### config.mk
export PLATFORM = sky130hd
export DESIGN_NAME = bus_cycle_starter
export DESIGN_NICKNAME = d
export VERILOG_FILES = /design/src/rtl/bcs_pkg.sv /design/src/rtl/bcs_split_unit.sv /design/src/rtl/bcs_strobe_fsm.sv /design/src/rtl/bus_cycle_starter.sv
export SDC_FILE = /design/constraint.sdc
export NUM_CORES = 1
export LEC_CHECK = 0
export ABC_AREA = 1
export BUFFER_PORTS_ARGS = -buffer_cell sky130_fd_sc_hd__buf_2
export CAP_MARGIN = 10
export CORE_MARGIN = 4
export CORE_UTILIZATION = 45
export CTS_BUF_LIST = sky130_fd_sc_hd__clkbuf_8 sky130_fd_sc_hd__clkbuf_16
export DETAILED_ROUTE_END_ITERATION = 8
export GPL_ROUTABILITY_DRIVEN = 0
export MAX_ROUTING_LAYER = met4
export PLACE_DENSITY = 0.83
export SLEW_MARGIN = 10
export SYNTH_ARGS = -nofsm -noshare
export SYNTH_HDL_FRONTEND = slang
export SYNTH_SLANG_ARGS = --single-unit
### constraint.sdc
create_clock -name clk -period 6.9 [get_ports clk]
set_input_delay 0.69 -clock clk [delete_from_list [all_inputs] [get_ports clk]]
set_output_delay 0.69 -clock clk [all_outputs]
set_load 0.1 [all_outputs]
### src/rtl/bcs_pkg.sv
package bcs_pkg;

  localparam int SPACE_W = 3;

  typedef enum logic [1:0] {
    ST_IDLE   = 2'd0,
    ST_START  = 2'd1,
    ST_ACTIVE = 2'd2
  } bcs_state_e;

  typedef struct packed {
    logic [SPACE_W-1:0] space;
    logic               write;
    logic               inhibit;
  } bcs_attr_t;

endpackage

### src/rtl/bcs_split_unit.sv
module bcs_split_unit #(
  parameter int ADDR_W     = 32,
  parameter int PORT_BYTES = 4
) (
  input  logic                          clk,
  input  logic                          rst_n,
  input  logic                          load,
  input  logic [ADDR_W-1:0]             load_addr,
  input  logic [$clog2(PORT_BYTES)-1:0] load_size,
  input  logic                          advance,
  output logic [ADDR_W-1:0]             cur_addr,
  output logic [$clog2(PORT_BYTES)-1:0] size_field,
  output logic                          last_cycle
);

  localparam int OFF_W = $clog2(PORT_BYTES);
  localparam int CNT_W = OFF_W + 1;
  localparam int HI_W  = ADDR_W - OFF_W;

  // size code 0 stands for a full port word
  function automatic logic [CNT_W-1:0] decode_size(input logic [OFF_W-1:0] code);
    return (code == '0) ? CNT_W'(PORT_BYTES) : {1'b0, code};
  endfunction

  // bytes between an offset and the end of its port word
  function automatic logic [CNT_W-1:0] room_to_edge(input logic [OFF_W-1:0] off);
    return CNT_W'(PORT_BYTES) - {1'b0, off};
  endfunction

  function automatic logic [ADDR_W-1:0] next_boundary(input logic [ADDR_W-1:0] a);
    return {a[ADDR_W-1:OFF_W] + HI_W'(1), {OFF_W{1'b0}}};
  endfunction

  logic [ADDR_W-1:0] addr_q;
  logic [CNT_W-1:0]  rem_q;
  logic [CNT_W-1:0]  room;
  logic [CNT_W-1:0]  chunk;

  assign room       = room_to_edge(addr_q[OFF_W-1:0]);
  assign chunk      = (rem_q < room) ? rem_q : room;
  assign last_cycle = (rem_q <= room);
  assign cur_addr   = addr_q;
  assign size_field = rem_q[OFF_W-1:0];

  always_ff @(posedge clk or negedge rst_n) begin
    if (!rst_n) begin
      addr_q <= '0;
      rem_q  <= CNT_W'(PORT_BYTES);
    end else if (load) begin
      addr_q <= load_addr;
      rem_q  <= decode_size(load_size);
    end else if (advance) begin
      addr_q <= next_boundary(addr_q);
      rem_q  <= rem_q - chunk;
    end
  end

  // a follow-on cycle always begins on a port-word boundary
  a_r8_aligned_follow: assert property (@(posedge clk) disable iff (!rst_n)
    advance |=> (cur_addr[OFF_W-1:0] == '0));

  // the remaining count never runs dry while a cycle is pending
  a_r8_rem_positive: assert property (@(posedge clk) disable iff (!rst_n)
    rem_q != '0);

endmodule

### src/rtl/bcs_strobe_fsm.sv
module bcs_strobe_fsm
  import bcs_pkg::*;
(
  input  logic clk,
  input  logic rst_n,
  input  logic req_valid,
  input  logic abort_any,
  input  logic bus_term,
  input  logic last_cycle,
  output logic req_ready,
  output logic accept,
  output logic advance,
  output logic cyc_start,
  output logic opnd_start,
  output logic addr_strobe
);

  bcs_state_e state_q, state_d;
  logic       first_q;
  logic       term_seen;

  assign req_ready   = (state_q == ST_IDLE);
  assign cyc_start   = (state_q == ST_START);
  assign addr_strobe = (state_q == ST_ACTIVE);
  assign accept      = req_ready & req_valid;
  assign term_seen   = addr_strobe & bus_term;
  assign advance     = term_seen & ~last_cycle;
  assign opnd_start  = cyc_start & first_q;

  always_comb begin
    state_d = state_q;
    unique case (state_q)
      ST_IDLE:   if (req_valid) state_d = ST_START;
      ST_START:  state_d = abort_any ? ST_IDLE : ST_ACTIVE;
      ST_ACTIVE: if (bus_term) state_d = last_cycle ? ST_IDLE : ST_START;
      default:   state_d = ST_IDLE;
    endcase
  end

  always_ff @(posedge clk or negedge rst_n) begin
    if (!rst_n) begin
      state_q <= ST_IDLE;
      first_q <= 1'b0;
    end else begin
      state_q <= state_d;
      if (accept)       first_q <= 1'b1;
      else if (advance) first_q <= 1'b0;
    end
  end

  a_r2_start_single: assert property (@(posedge clk) disable iff (!rst_n)
    cyc_start |=> !cyc_start);

  a_r3_split_no_opnd: assert property (@(posedge clk) disable iff (!rst_n)
    (cyc_start && $past(addr_strobe)) |-> !opnd_start);

  a_r4_abort_blocks_as: assert property (@(posedge clk) disable iff (!rst_n)
    (cyc_start && abort_any) |=> (!addr_strobe && req_ready));

  a_r5_as_follows_start: assert property (@(posedge clk) disable iff (!rst_n)
    (cyc_start && !abort_any) |=> addr_strobe);

  a_r6_term_negates: assert property (@(posedge clk) disable iff (!rst_n)
    (addr_strobe && bus_term) |=> !addr_strobe);

  a_r7_term_ignored_at_start: assert property (@(posedge clk) disable iff (!rst_n)
    (cyc_start && bus_term && !abort_any) |=> addr_strobe);

endmodule

### src/rtl/bus_cycle_starter.sv
module bus_cycle_starter
  import bcs_pkg::*;
#(
  parameter int ADDR_W     = 32,
  parameter int PORT_BYTES = 4
) (
  input  logic                          clk,
  input  logic                          rst_n,
  input  logic                          req_valid,
  output logic                          req_ready,
  input  logic [ADDR_W-1:0]             req_addr,
  input  logic [$clog2(PORT_BYTES)-1:0] req_size,
  input  logic [SPACE_W-1:0]            req_space,
  input  logic                          req_write,
  input  logic                          req_inhibit,
  input  logic                          abort_hit,
  input  logic                          abort_miss,
  input  logic                          abort_fault,
  input  logic                          bus_term,
  output logic                          cyc_start,
  output logic                          opnd_start,
  output logic                          addr_strobe,
  output logic [ADDR_W-1:0]             bus_addr,
  output logic [$clog2(PORT_BYTES)-1:0] bus_size,
  output logic [SPACE_W-1:0]            bus_space,
  output logic                          bus_write,
  output logic                          bus_inhibit
);

  logic      accept;
  logic      advance;
  logic      last_cycle;
  logic      abort_any;
  bcs_attr_t attr_q;

  assign abort_any = abort_hit | abort_miss | abort_fault;

  bcs_strobe_fsm u_fsm (
    .clk         (clk),
    .rst_n       (rst_n),
    .req_valid   (req_valid),
    .abort_any   (abort_any),
    .bus_term    (bus_term),
    .last_cycle  (last_cycle),
    .req_ready   (req_ready),
    .accept      (accept),
    .advance     (advance),
    .cyc_start   (cyc_start),
    .opnd_start  (opnd_start),
    .addr_strobe (addr_strobe)
  );

  bcs_split_unit #(
    .ADDR_W     (ADDR_W),
    .PORT_BYTES (PORT_BYTES)
  ) u_split (
    .clk        (clk),
    .rst_n      (rst_n),
    .load       (accept),
    .load_addr  (req_addr),
    .load_size  (req_size),
    .advance    (advance),
    .cur_addr   (bus_addr),
    .size_field (bus_size),
    .last_cycle (last_cycle)
  );

  always_ff @(posedge clk or negedge rst_n) begin
    if (!rst_n) attr_q <= '0;
    else if (accept) attr_q <= '{space: req_space, write: req_write, inhibit: req_inhibit};
  end

  assign bus_space   = attr_q.space;
  assign bus_write   = attr_q.write;
  assign bus_inhibit = attr_q.inhibit;

  a_r9_attr_held: assert property (@(posedge clk) disable iff (!rst_n)
    (cyc_start && !opnd_start) |-> $stable({bus_space, bus_write, bus_inhibit}));

  a_r10_addr_frozen: assert property (@(posedge clk) disable iff (!rst_n)
    (!req_ready && !cyc_start) |-> $stable(bus_addr));

endmodule

### Word level (Yosys, flattened, before mapping)

Cells that the tools add are included.
W data, S select, Z words.

| storage, ports and cells | value |
|---|---|
| register bits | 43 |
| output and inout port bits | 43 |
| logic and storage cells | 40 |

| operators by class | value |
|---|---|
| add/subtract/negate cells | 3 |
| $lt $le $gt $ge | 2 |
| eq/ne operators | 4 |
| multiplexer cells | 13 |
| bitwise logic cells | 7 |
| reduce and logical (&&, ||, !) cells | 4 |

Operator list:

| cell | count |
|---|---|
| $mux W32 | 2 |
| $add A30 B1 Y30 const B | 1 |
| $mux W3 | 4 |
| $mux W2 | 3 |
| $pmux W2 S3 | 1 |
| $and A1 B1 Y1 | 4 |
| $logic_not A2 Y1 | 2 |
| $ne A2 B2 Y1 const B | 2 |
| $le A3 B3 Y1 | 1 |
| $lt A3 B3 Y1 | 1 |
| $mux W1 | 3 |
| $sub A3 B2 Y3 const A | 1 |
| $sub A3 B3 Y3 | 1 |
| $eq A2 B1 Y1 const B | 1 |
| $eq A2 B2 Y1 const B | 1 |
| $or A1 B1 Y1 | 2 |
| $reduce_and A2 Y1 | 1 |
| $reduce_bool A2 Y1 | 1 |
| $not A1 Y1 | 1 |

### Depth between registers and ports, before layout

| depth | value |
|---|---|
| depth after elaboration | 6 |
| depth in mapped cells | 17 |
| mapped depth without buffers | 17 |

### Cells and area by module

From an unflattened synthesis, not the netlist that was laid out.

| second synthesis, totals | value |
|---|---|
| cell total of the unflattened synthesis | 401 |
| area total of the unflattened synthesis | 2842.7 um^2 |

By module, submodules not included:

| module | instances | cells an instance | area each (um^2) | seq. area each (um^2) |
|---|---|---|---|---|
| bcs_split_unit | 1 | 356 | 2489.9 | 877.1 |
| bus_cycle_starter | 1 | 24 | 196.4 | 125.1 |
| bcs_strobe_fsm | 1 | 21 | 156.4 | 75.1 |

### Worst setup path before layout

No wires, ideal clock.

| timing path | value |
|---|---|
| path type | register to output |
| start | reg u_fsm.state_q[0] |
| end | out opnd_start |
| arrival time | 3.194 ns |
| required time | 6.210 ns |
| path slack | 3.016 ns |
| stages on the path, launching flop included | 5 |
| path buffers | 0 |
| cells stage by stage | dfrtp_1 -> inv_1 -> nor2_1 -> inv_1 -> nor2_1 |

| on the way | value |
|---|---|
| word-level cells in the longest chain between the ends | 2 |

RTL lines:

| element | line | text |
|---|---|---|
| start: declaration | bcs_strobe_fsm.sv:18 | `bcs_state_e state_q, state_d;` |
| start signal: assignment | bcs_strobe_fsm.sv:45 | `state_q <= state_d;` |
| $eq A2 B1 Y1 | bcs_strobe_fsm.sv:23 | `assign cyc_start = (state_q == ST_START);` |
| via cyc_start | bus_cycle_starter.sv:20 | `output logic cyc_start,` |
| $and A1 B1 Y1 | bcs_strobe_fsm.sv:28 | `assign opnd_start = cyc_start & first_q;` |
| end: declaration | bus_cycle_starter.sv:21 | `output logic opnd_start,` |

The timed path passes the listed nets, and every way through them passes these cells.

### Worst setup path after layout

| timing path | value |
|---|---|
| start | reg u_split.addr_q[0] (netlist: u_split.cur_addr[0]) |
| end | reg u_split.rem_q[1] |

| on the way | value |
|---|---|
| word-level cells in the longest chain between the ends | 6 |
| elaborated cells between the ends (all ways) | 10 |
| those cells by class | add/sub: 2; order compare: 2; mux: 3; bitwise: 2; reduce/logical: 1 |

RTL lines:

| element | line | text |
|---|---|---|
| start: declaration | bcs_split_unit.sv:34 | `logic [ADDR_W-1:0] addr_q;` |
| start signal: assignment | bcs_split_unit.sv:50 | `addr_q <= load_addr;` |
| start signal: assignment | bcs_split_unit.sv:53 | `addr_q <= next_boundary(addr_q);` |
| $sub A3 B2 Y3 (*) | bcs_split_unit.sv:27 | `return CNT_W'(PORT_BYTES) - {1'b0, off};` |
| $lt A3 B3 Y1 | bcs_split_unit.sv:40 | `assign chunk = (rem_q < room) ? rem_q : room;` |
| $mux W3 | bcs_split_unit.sv:40 |  |
| $sub A3 B3 Y3 | bcs_split_unit.sv:54 | `rem_q <= rem_q - chunk;` |
| $mux W3 | bcs_split_unit.sv:52 | `end else if (advance) begin` |
| $mux W3 | bcs_split_unit.sv:49 | `end else if (load) begin` |
| end signal: assignment | bcs_split_unit.sv:48 | `rem_q <= CNT_W'(PORT_BYTES);` |
| end signal: assignment | bcs_split_unit.sv:51 | `rem_q <= decode_size(load_size);` |
| end signal: assignment | bcs_split_unit.sv:54 |  |
| end: declaration | bcs_split_unit.sv:35 | `logic [CNT_W-1:0] rem_q;` |

Every way passes the cells marked *; elsewhere a longest branch is shown, timed or not. The select of a mux whose other input is x is not followed.
A chain may end at the register's enable or synchronous reset.

==> flow_summary.html <==
<table>
<tr><th>Metric</th><th>Value</th></tr>
<tr><th colspan="2">STA</th></tr>
<tr><td>Setup clock skew after layout</td><td>0.0125 ns</td></tr>
<tr><td>Final number of max-transition violations</td><td>0</td></tr>
<tr><td>Post-layout min period</td><td>2.58 ns</td></tr>
<tr><td>Total negative setup slack</td><td>0 ns</td></tr>
<tr><td>Worst relative slew slack</td><td>0.342</td></tr>
<tr><td>Worst hold slack</td><td>0.493 ns</td></tr>
<tr><td>Share of the clock period used by the worst path after layout</td><td>0.374</td></tr>
<tr><td>Setup repair after global routing missed its margin</td><td>no</td></tr>
<tr><td>Maximum clock frequency</td><td>0.387 GHz</td></tr>
<tr><td>Hold Fails Final Rpt</td><td>0</td></tr>
<tr><td>Transition time at the pin with the least slew margin</td><td>0.988 ns</td></tr>
<tr><td>Number of setup violations in the final report</td><td>0</td></tr>
<tr><th colspan="2">Yosys</th></tr>
<tr><td>Dominant combinational cell family by area after synthesis</td><td>simple AND/OR/NAND/NOR gates</td></tr>
<tr><td>Part of the Yosys area used for sequential elements</td><td>0.347</td></tr>
<tr><td>Mean instance size in the synthesized netlist</td><td>6.41 um^2</td></tr>
<tr><td>Simple-Gate Fraction of Synth Area</td><td>0.455</td></tr>
<tr><td>Warnings, synthesis</td><td>0</td></tr>
<tr><td>Flop and latch count out of synthesis</td><td>43</td></tr>
<tr><td>Post-synthesis cell type count</td><td>33</td></tr>
<tr><td>Multiplexer fraction of the synthesized cell area</td><td>0</td></tr>
<tr><td>Number of instances in the synthesized netlist</td><td>484</td></tr>
<tr><td>Compound-gate portion of the synthesized area</td><td>0.0617</td></tr>
<tr><td>Count of flip-flops with a built-in enable after synthesis</td><td>0</td></tr>
<tr><td>Net Count, Synth</td><td>537</td></tr>
<tr><td>Most used flip-flop cell after synthesis</td><td>sky130_fd_sc_hd__dfrtp_1</td></tr>
<tr><td>Share of async-settable or async-resettable flops after synthesis</td><td>1.00</td></tr>
<tr><td>Post-synthesis instance area</td><td>3100 um^2</td></tr>
<tr><td>Synthesized-area fraction occupied by xor and xnor cells</td><td>0.00847</td></tr>
<tr><td>Adder-cell share of the synthesized area</td><td>0.0306</td></tr>
<tr><th colspan="2">Power and ir drop</th></tr>
<tr><td>Sequential fraction of design power</td><td>0.269</td></tr>
<tr><td>Peak supply drop</td><td>0.000227 V</td></tr>
<tr><td>Total power density per cell area</td><td>448 nW/um^2</td></tr>
<tr><td>Switching power total</td><td>1.02 mW</td></tr>
<tr><td>Combinational group share of total power</td><td>0.631</td></tr>
<tr><td>Part of the total power dissipated in the clock network</td><td>0.101</td></tr>
<tr><td>Static leakage power</td><td>1.93 nW</td></tr>
<tr><td>Cell internal pwr</td><td>597 uW</td></tr>
<tr><td>Share of total power consumed by net switching</td><td>0.631</td></tr>
<tr><th colspan="2">Clock network</th></tr>
<tr><td>CTS H-tree lvls</td><td>2</td></tr>
<tr><td>Latest clock arrival within the worst-skew pair</td><td>0.31 ns</td></tr>
<tr><td>Clock Sink Count</td><td>43</td></tr>
<tr><td>Clk slew on worst S/H paths</td><td>0.09 ns</td></tr>
<tr><td>Clock tree root buffer cell</td><td>sky130_fd_sc_hd__clkbuf_8</td></tr>
<tr><td>Hold-fix buffers, CTS</td><td>0</td></tr>
<tr><td>Post-CTS Setup Repair Bufs</td><td>0</td></tr>
<tr><td>Buffer levels on the longest clock path</td><td>2</td></tr>
<tr><td>Clock tree from TritonCTS</td><td>built</td></tr>
<tr><td>CTS buffer count</td><td>5</td></tr>
<tr><td>Number of cells upsized or downsized after cts</td><td>0</td></tr>
<tr><th colspan="2">Die</th></tr>
<tr><td>Area of the die</td><td>8290 um^2</td></tr>
<tr><td>Top-level port count</td><td>89</td></tr>
<tr><td>Die extent in y</td><td>91.0 um</td></tr>
<tr><td>Cell Rows</td><td>30</td></tr>
<tr><td>Core region area</td><td>6760 um^2</td></tr>
<tr><td>Horiz. Die Dim</td><td>91.0 um</td></tr>
<tr><td>Starting density of the core</td><td>0.459</td></tr>
<tr><th colspan="2">Routing</th></tr>
<tr><td>Number of detailed-routing iterations run before antenna repair</td><td>5</td></tr>
<tr><td>DRC</td><td>0</td></tr>
<tr><td>Remaining number of nets flagged by the antenna check after routing</td><td>0</td></tr>
<tr><td>DRC marker count from the first detailed-route iteration</td><td>218</td></tr>
<tr><td>Routed via count divided by cell count</td><td>5.10</td></tr>
<tr><td>Via total after detailed routing</td><td>3277</td></tr>
<tr><td>Routed Wire Length</td><td>8140 um</td></tr>
<tr><td>Routed length per instance</td><td>12.7 um</td></tr>
<tr><th colspan="2">Place</th></tr>
<tr><td>DP Wirelength</td><td>5800 um</td></tr>
<tr><td>Number of port buffers</td><td>88</td></tr>
<tr><th colspan="2">Critical path</th></tr>
<tr><td>Startpoint types</td><td>register</td></tr>
<tr><td>Crit Path Category</td><td>register to register</td></tr>
<tr><td>Maximum fanout along the worst path</td><td>5</td></tr>
<tr><td>Crit path arrival time</td><td>2.75 ns</td></tr>
<tr><td>Critical Path End Type</td><td>register</td></tr>
<tr><td>Worst endpoint required time</td><td>7.07 ns</td></tr>
<tr><th colspan="2">Global route</th></tr>
<tr><td>First-pass GRT wire length</td><td>14400 um</td></tr>
<tr><td>Number of global-route vias before repair</td><td>3260</td></tr>
<tr><td>Remaining global-route overflow</td><td>0</td></tr>
<tr><td>Global-route usage over all layers</td><td>0.213</td></tr>
<tr><td>Pin count of the biggest net entering global routing</td><td>68</td></tr>
<tr><td>Number of antenna violations at the first check in global routing</td><td>0</td></tr>
<tr><th colspan="2">Flow run</th></tr>
<tr><td>Number of max-cap violations</td><td>0</td></tr>
<tr><th colspan="2">Min path</th></tr>
<tr><td>Hold crit path type</td><td>register to register</td></tr>
<tr><th colspan="2">Run status</th></tr>
<tr><td>Outcome</td><td>completed</td></tr>
<tr><th colspan="2">Finish</th></tr>
<tr><td>Antenna fix cells</td><td>0</td></tr>
<tr><td>Share of layout cells above drive strength 1</td><td>0.214</td></tr>
<tr><td>Synthesis-to-finish area growth</td><td>16.5%</td></tr>
<tr><td>Nets</td><td>614</td></tr>
</table>
## layout by cell type (no fill, tap or decap), types with 2 or more instances in the layout
cell type                  count
sky130_fd_sc_hd__buf_2        88
sky130_fd_sc_hd__a21oi_1       2
sky130_fd_sc_hd__xor2_1        3
sky130_fd_sc_hd__and2_1        2
sky130_fd_sc_hd__or2_2         4
sky130_fd_sc_hd__nor2_1       38
sky130_fd_sc_hd__o21ai_0      23
sky130_fd_sc_hd__o21ai_1       2
sky130_fd_sc_hd__nand4_1       2
sky130_fd_sc_hd__ha_1          6
sky130_fd_sc_hd__dfrtp_1      42
sky130_fd_sc_hd__o211ai_1      3
sky130_fd_sc_hd__nor2_2        4
sky130_fd_sc_hd__inv_2         3
sky130_fd_sc_hd__clkbuf_8      5
sky130_fd_sc_hd__nand3_1      59
sky130_fd_sc_hd__nand2_1     209
sky130_fd_sc_hd__inv_1        46
sky130_fd_sc_hd__nand2_2       4
sky130_fd_sc_hd__nor2_4        4
## per-stage QoR
stage                     utilization  instance area (um^2)  std cells  setup WS [ns]  total power, mW
after floorplan                     -                  3100        484           3.02             1.30
after detailed placement        0.523                  3530        634           4.31             1.46
after global placement          0.523                  3530        634           4.45             1.44
final                           0.535                  3620        642           4.32             1.62
after global routing            0.535                  3620        642           4.03             1.73
after CTS                       0.535                  3620        642           4.30             1.63
## kinds of logic (layout without fill, tap and decap cells)
logic type / Yosys count / in the layout
xor gates and xnor gates: 3 / 3
AOI/OAI and AO/OA: 34 / 34
buffers and inverters: 67 / 145
DFF: 43 / 43
and+or+nand+nor: 330 / 330
adders and majority gates: 7 / 7
## worst max-delay path: stages (launching register included)
cell	delay, ns
sky130_fd_sc_hd__dfrtp_1	0.42
sky130_fd_sc_hd__inv_1	0.08
sky130_fd_sc_hd__ha_1	0.14
sky130_fd_sc_hd__inv_1	0.05
sky130_fd_sc_hd__ha_1	0.31
sky130_fd_sc_hd__inv_1	0.06
sky130_fd_sc_hd__o21bai_2	0.15
sky130_fd_sc_hd__inv_2	0.05
sky130_fd_sc_hd__nand2_2	0.10
sky130_fd_sc_hd__nand2_1	0.06
sky130_fd_sc_hd__o21ai_0	0.07
sky130_fd_sc_hd__ha_1	0.16
sky130_fd_sc_hd__inv_1	0.05
sky130_fd_sc_hd__fa_1	0.42
sky130_fd_sc_hd__nand2_1	0.07
sky130_fd_sc_hd__o21ai_0	0.08
sky130_fd_sc_hd__nand2_1	0.09
sky130_fd_sc_hd__o21ai_0	0.09
## Yosys cell counts, drive strengths merged (2+ instances only)
cell / count / area share
nand2: 214 / 0.26
nand3: 60 / 0.10
inv: 48 / 0.058
nor2: 46 / 0.069
dfrtp: 42 / 0.34
o21ai: 25 / 0.040
buf: 17 / 0.036
ha: 6 / 0.024
or2: 5 / 0.010
o211ai: 3 / 0.0073
xor2: 3 / 0.0085
a21oi: 2 / 0.0032
and2: 2 / 0.0040
clkbuf: 2 / 0.0028
nand4: 2 / 0.0040
o21bai: 2 / 0.0060
## registers in the layout, summed over array words and instances (netlist names)
signal            cells
u_split.cur_addr     32
u_fsm.state_q         2
bus_inhibit           1
u_fsm.first_q         1
u_split.rem_q         3
bus_space             3
bus_write             1
## power by group through the flow
stage	Combinational [mW]	Clock, mW	Sequential (mW)
2_1_floorplan	0.379	0	0.917
3_3_place_gp	1.01	0	0.434
3_5_place_dp	1.02	0	0.438
4_1_cts	1.03	0.167	0.434
5_1_grt	1.10	0.180	0.452
6_report	1.02	0.163	0.436
## worst paths after layout
kind                                                 start                               end  slack (ns)  depth (start not counted)
hold / removal                     bus_inhibit$_DFFE_PN0P_           bus_inhibit$_DFFE_PN0P_        0.49                          2
max in group asynchronous                            rst_n      u_split.rem_q[1]$_DFFE_PN0P_        5.74                          1
min in group asynchronous                            rst_n  u_split.cur_addr[22]$_DFFE_PN0P_        0.54                          1
hold reg to reg                    bus_inhibit$_DFFE_PN0P_           bus_inhibit$_DFFE_PN0P_        0.49                          2
setup reg to reg           u_split.cur_addr[0]$_DFFE_PN0P_      u_split.rem_q[1]$_DFFE_PN0P_        4.32                         17
setup / recovery           u_split.cur_addr[0]$_DFFE_PN0P_      u_split.rem_q[1]$_DFFE_PN0P_        4.32                         17
## cell type report
cell class                 instances  area [um^2]
timing repair buffer              89          448
clock buffer                       5         68.8
clock inverter                     3         16.3
sequential                        43         1080
tap                               80          100
multi-input combinational        374         1730
fill                             697         3140
inverter                          48          180
## per-layer routing
layer	track usage	vias to the layer above	routed length [um]
li1	-	1657	-
met1	0.269	1506	3720
met2	0.349	97	3840
met3	0.0406	17	424
met4	0.0641	0	149
met5	-	-	0
(Power assumes the default switching activity.)
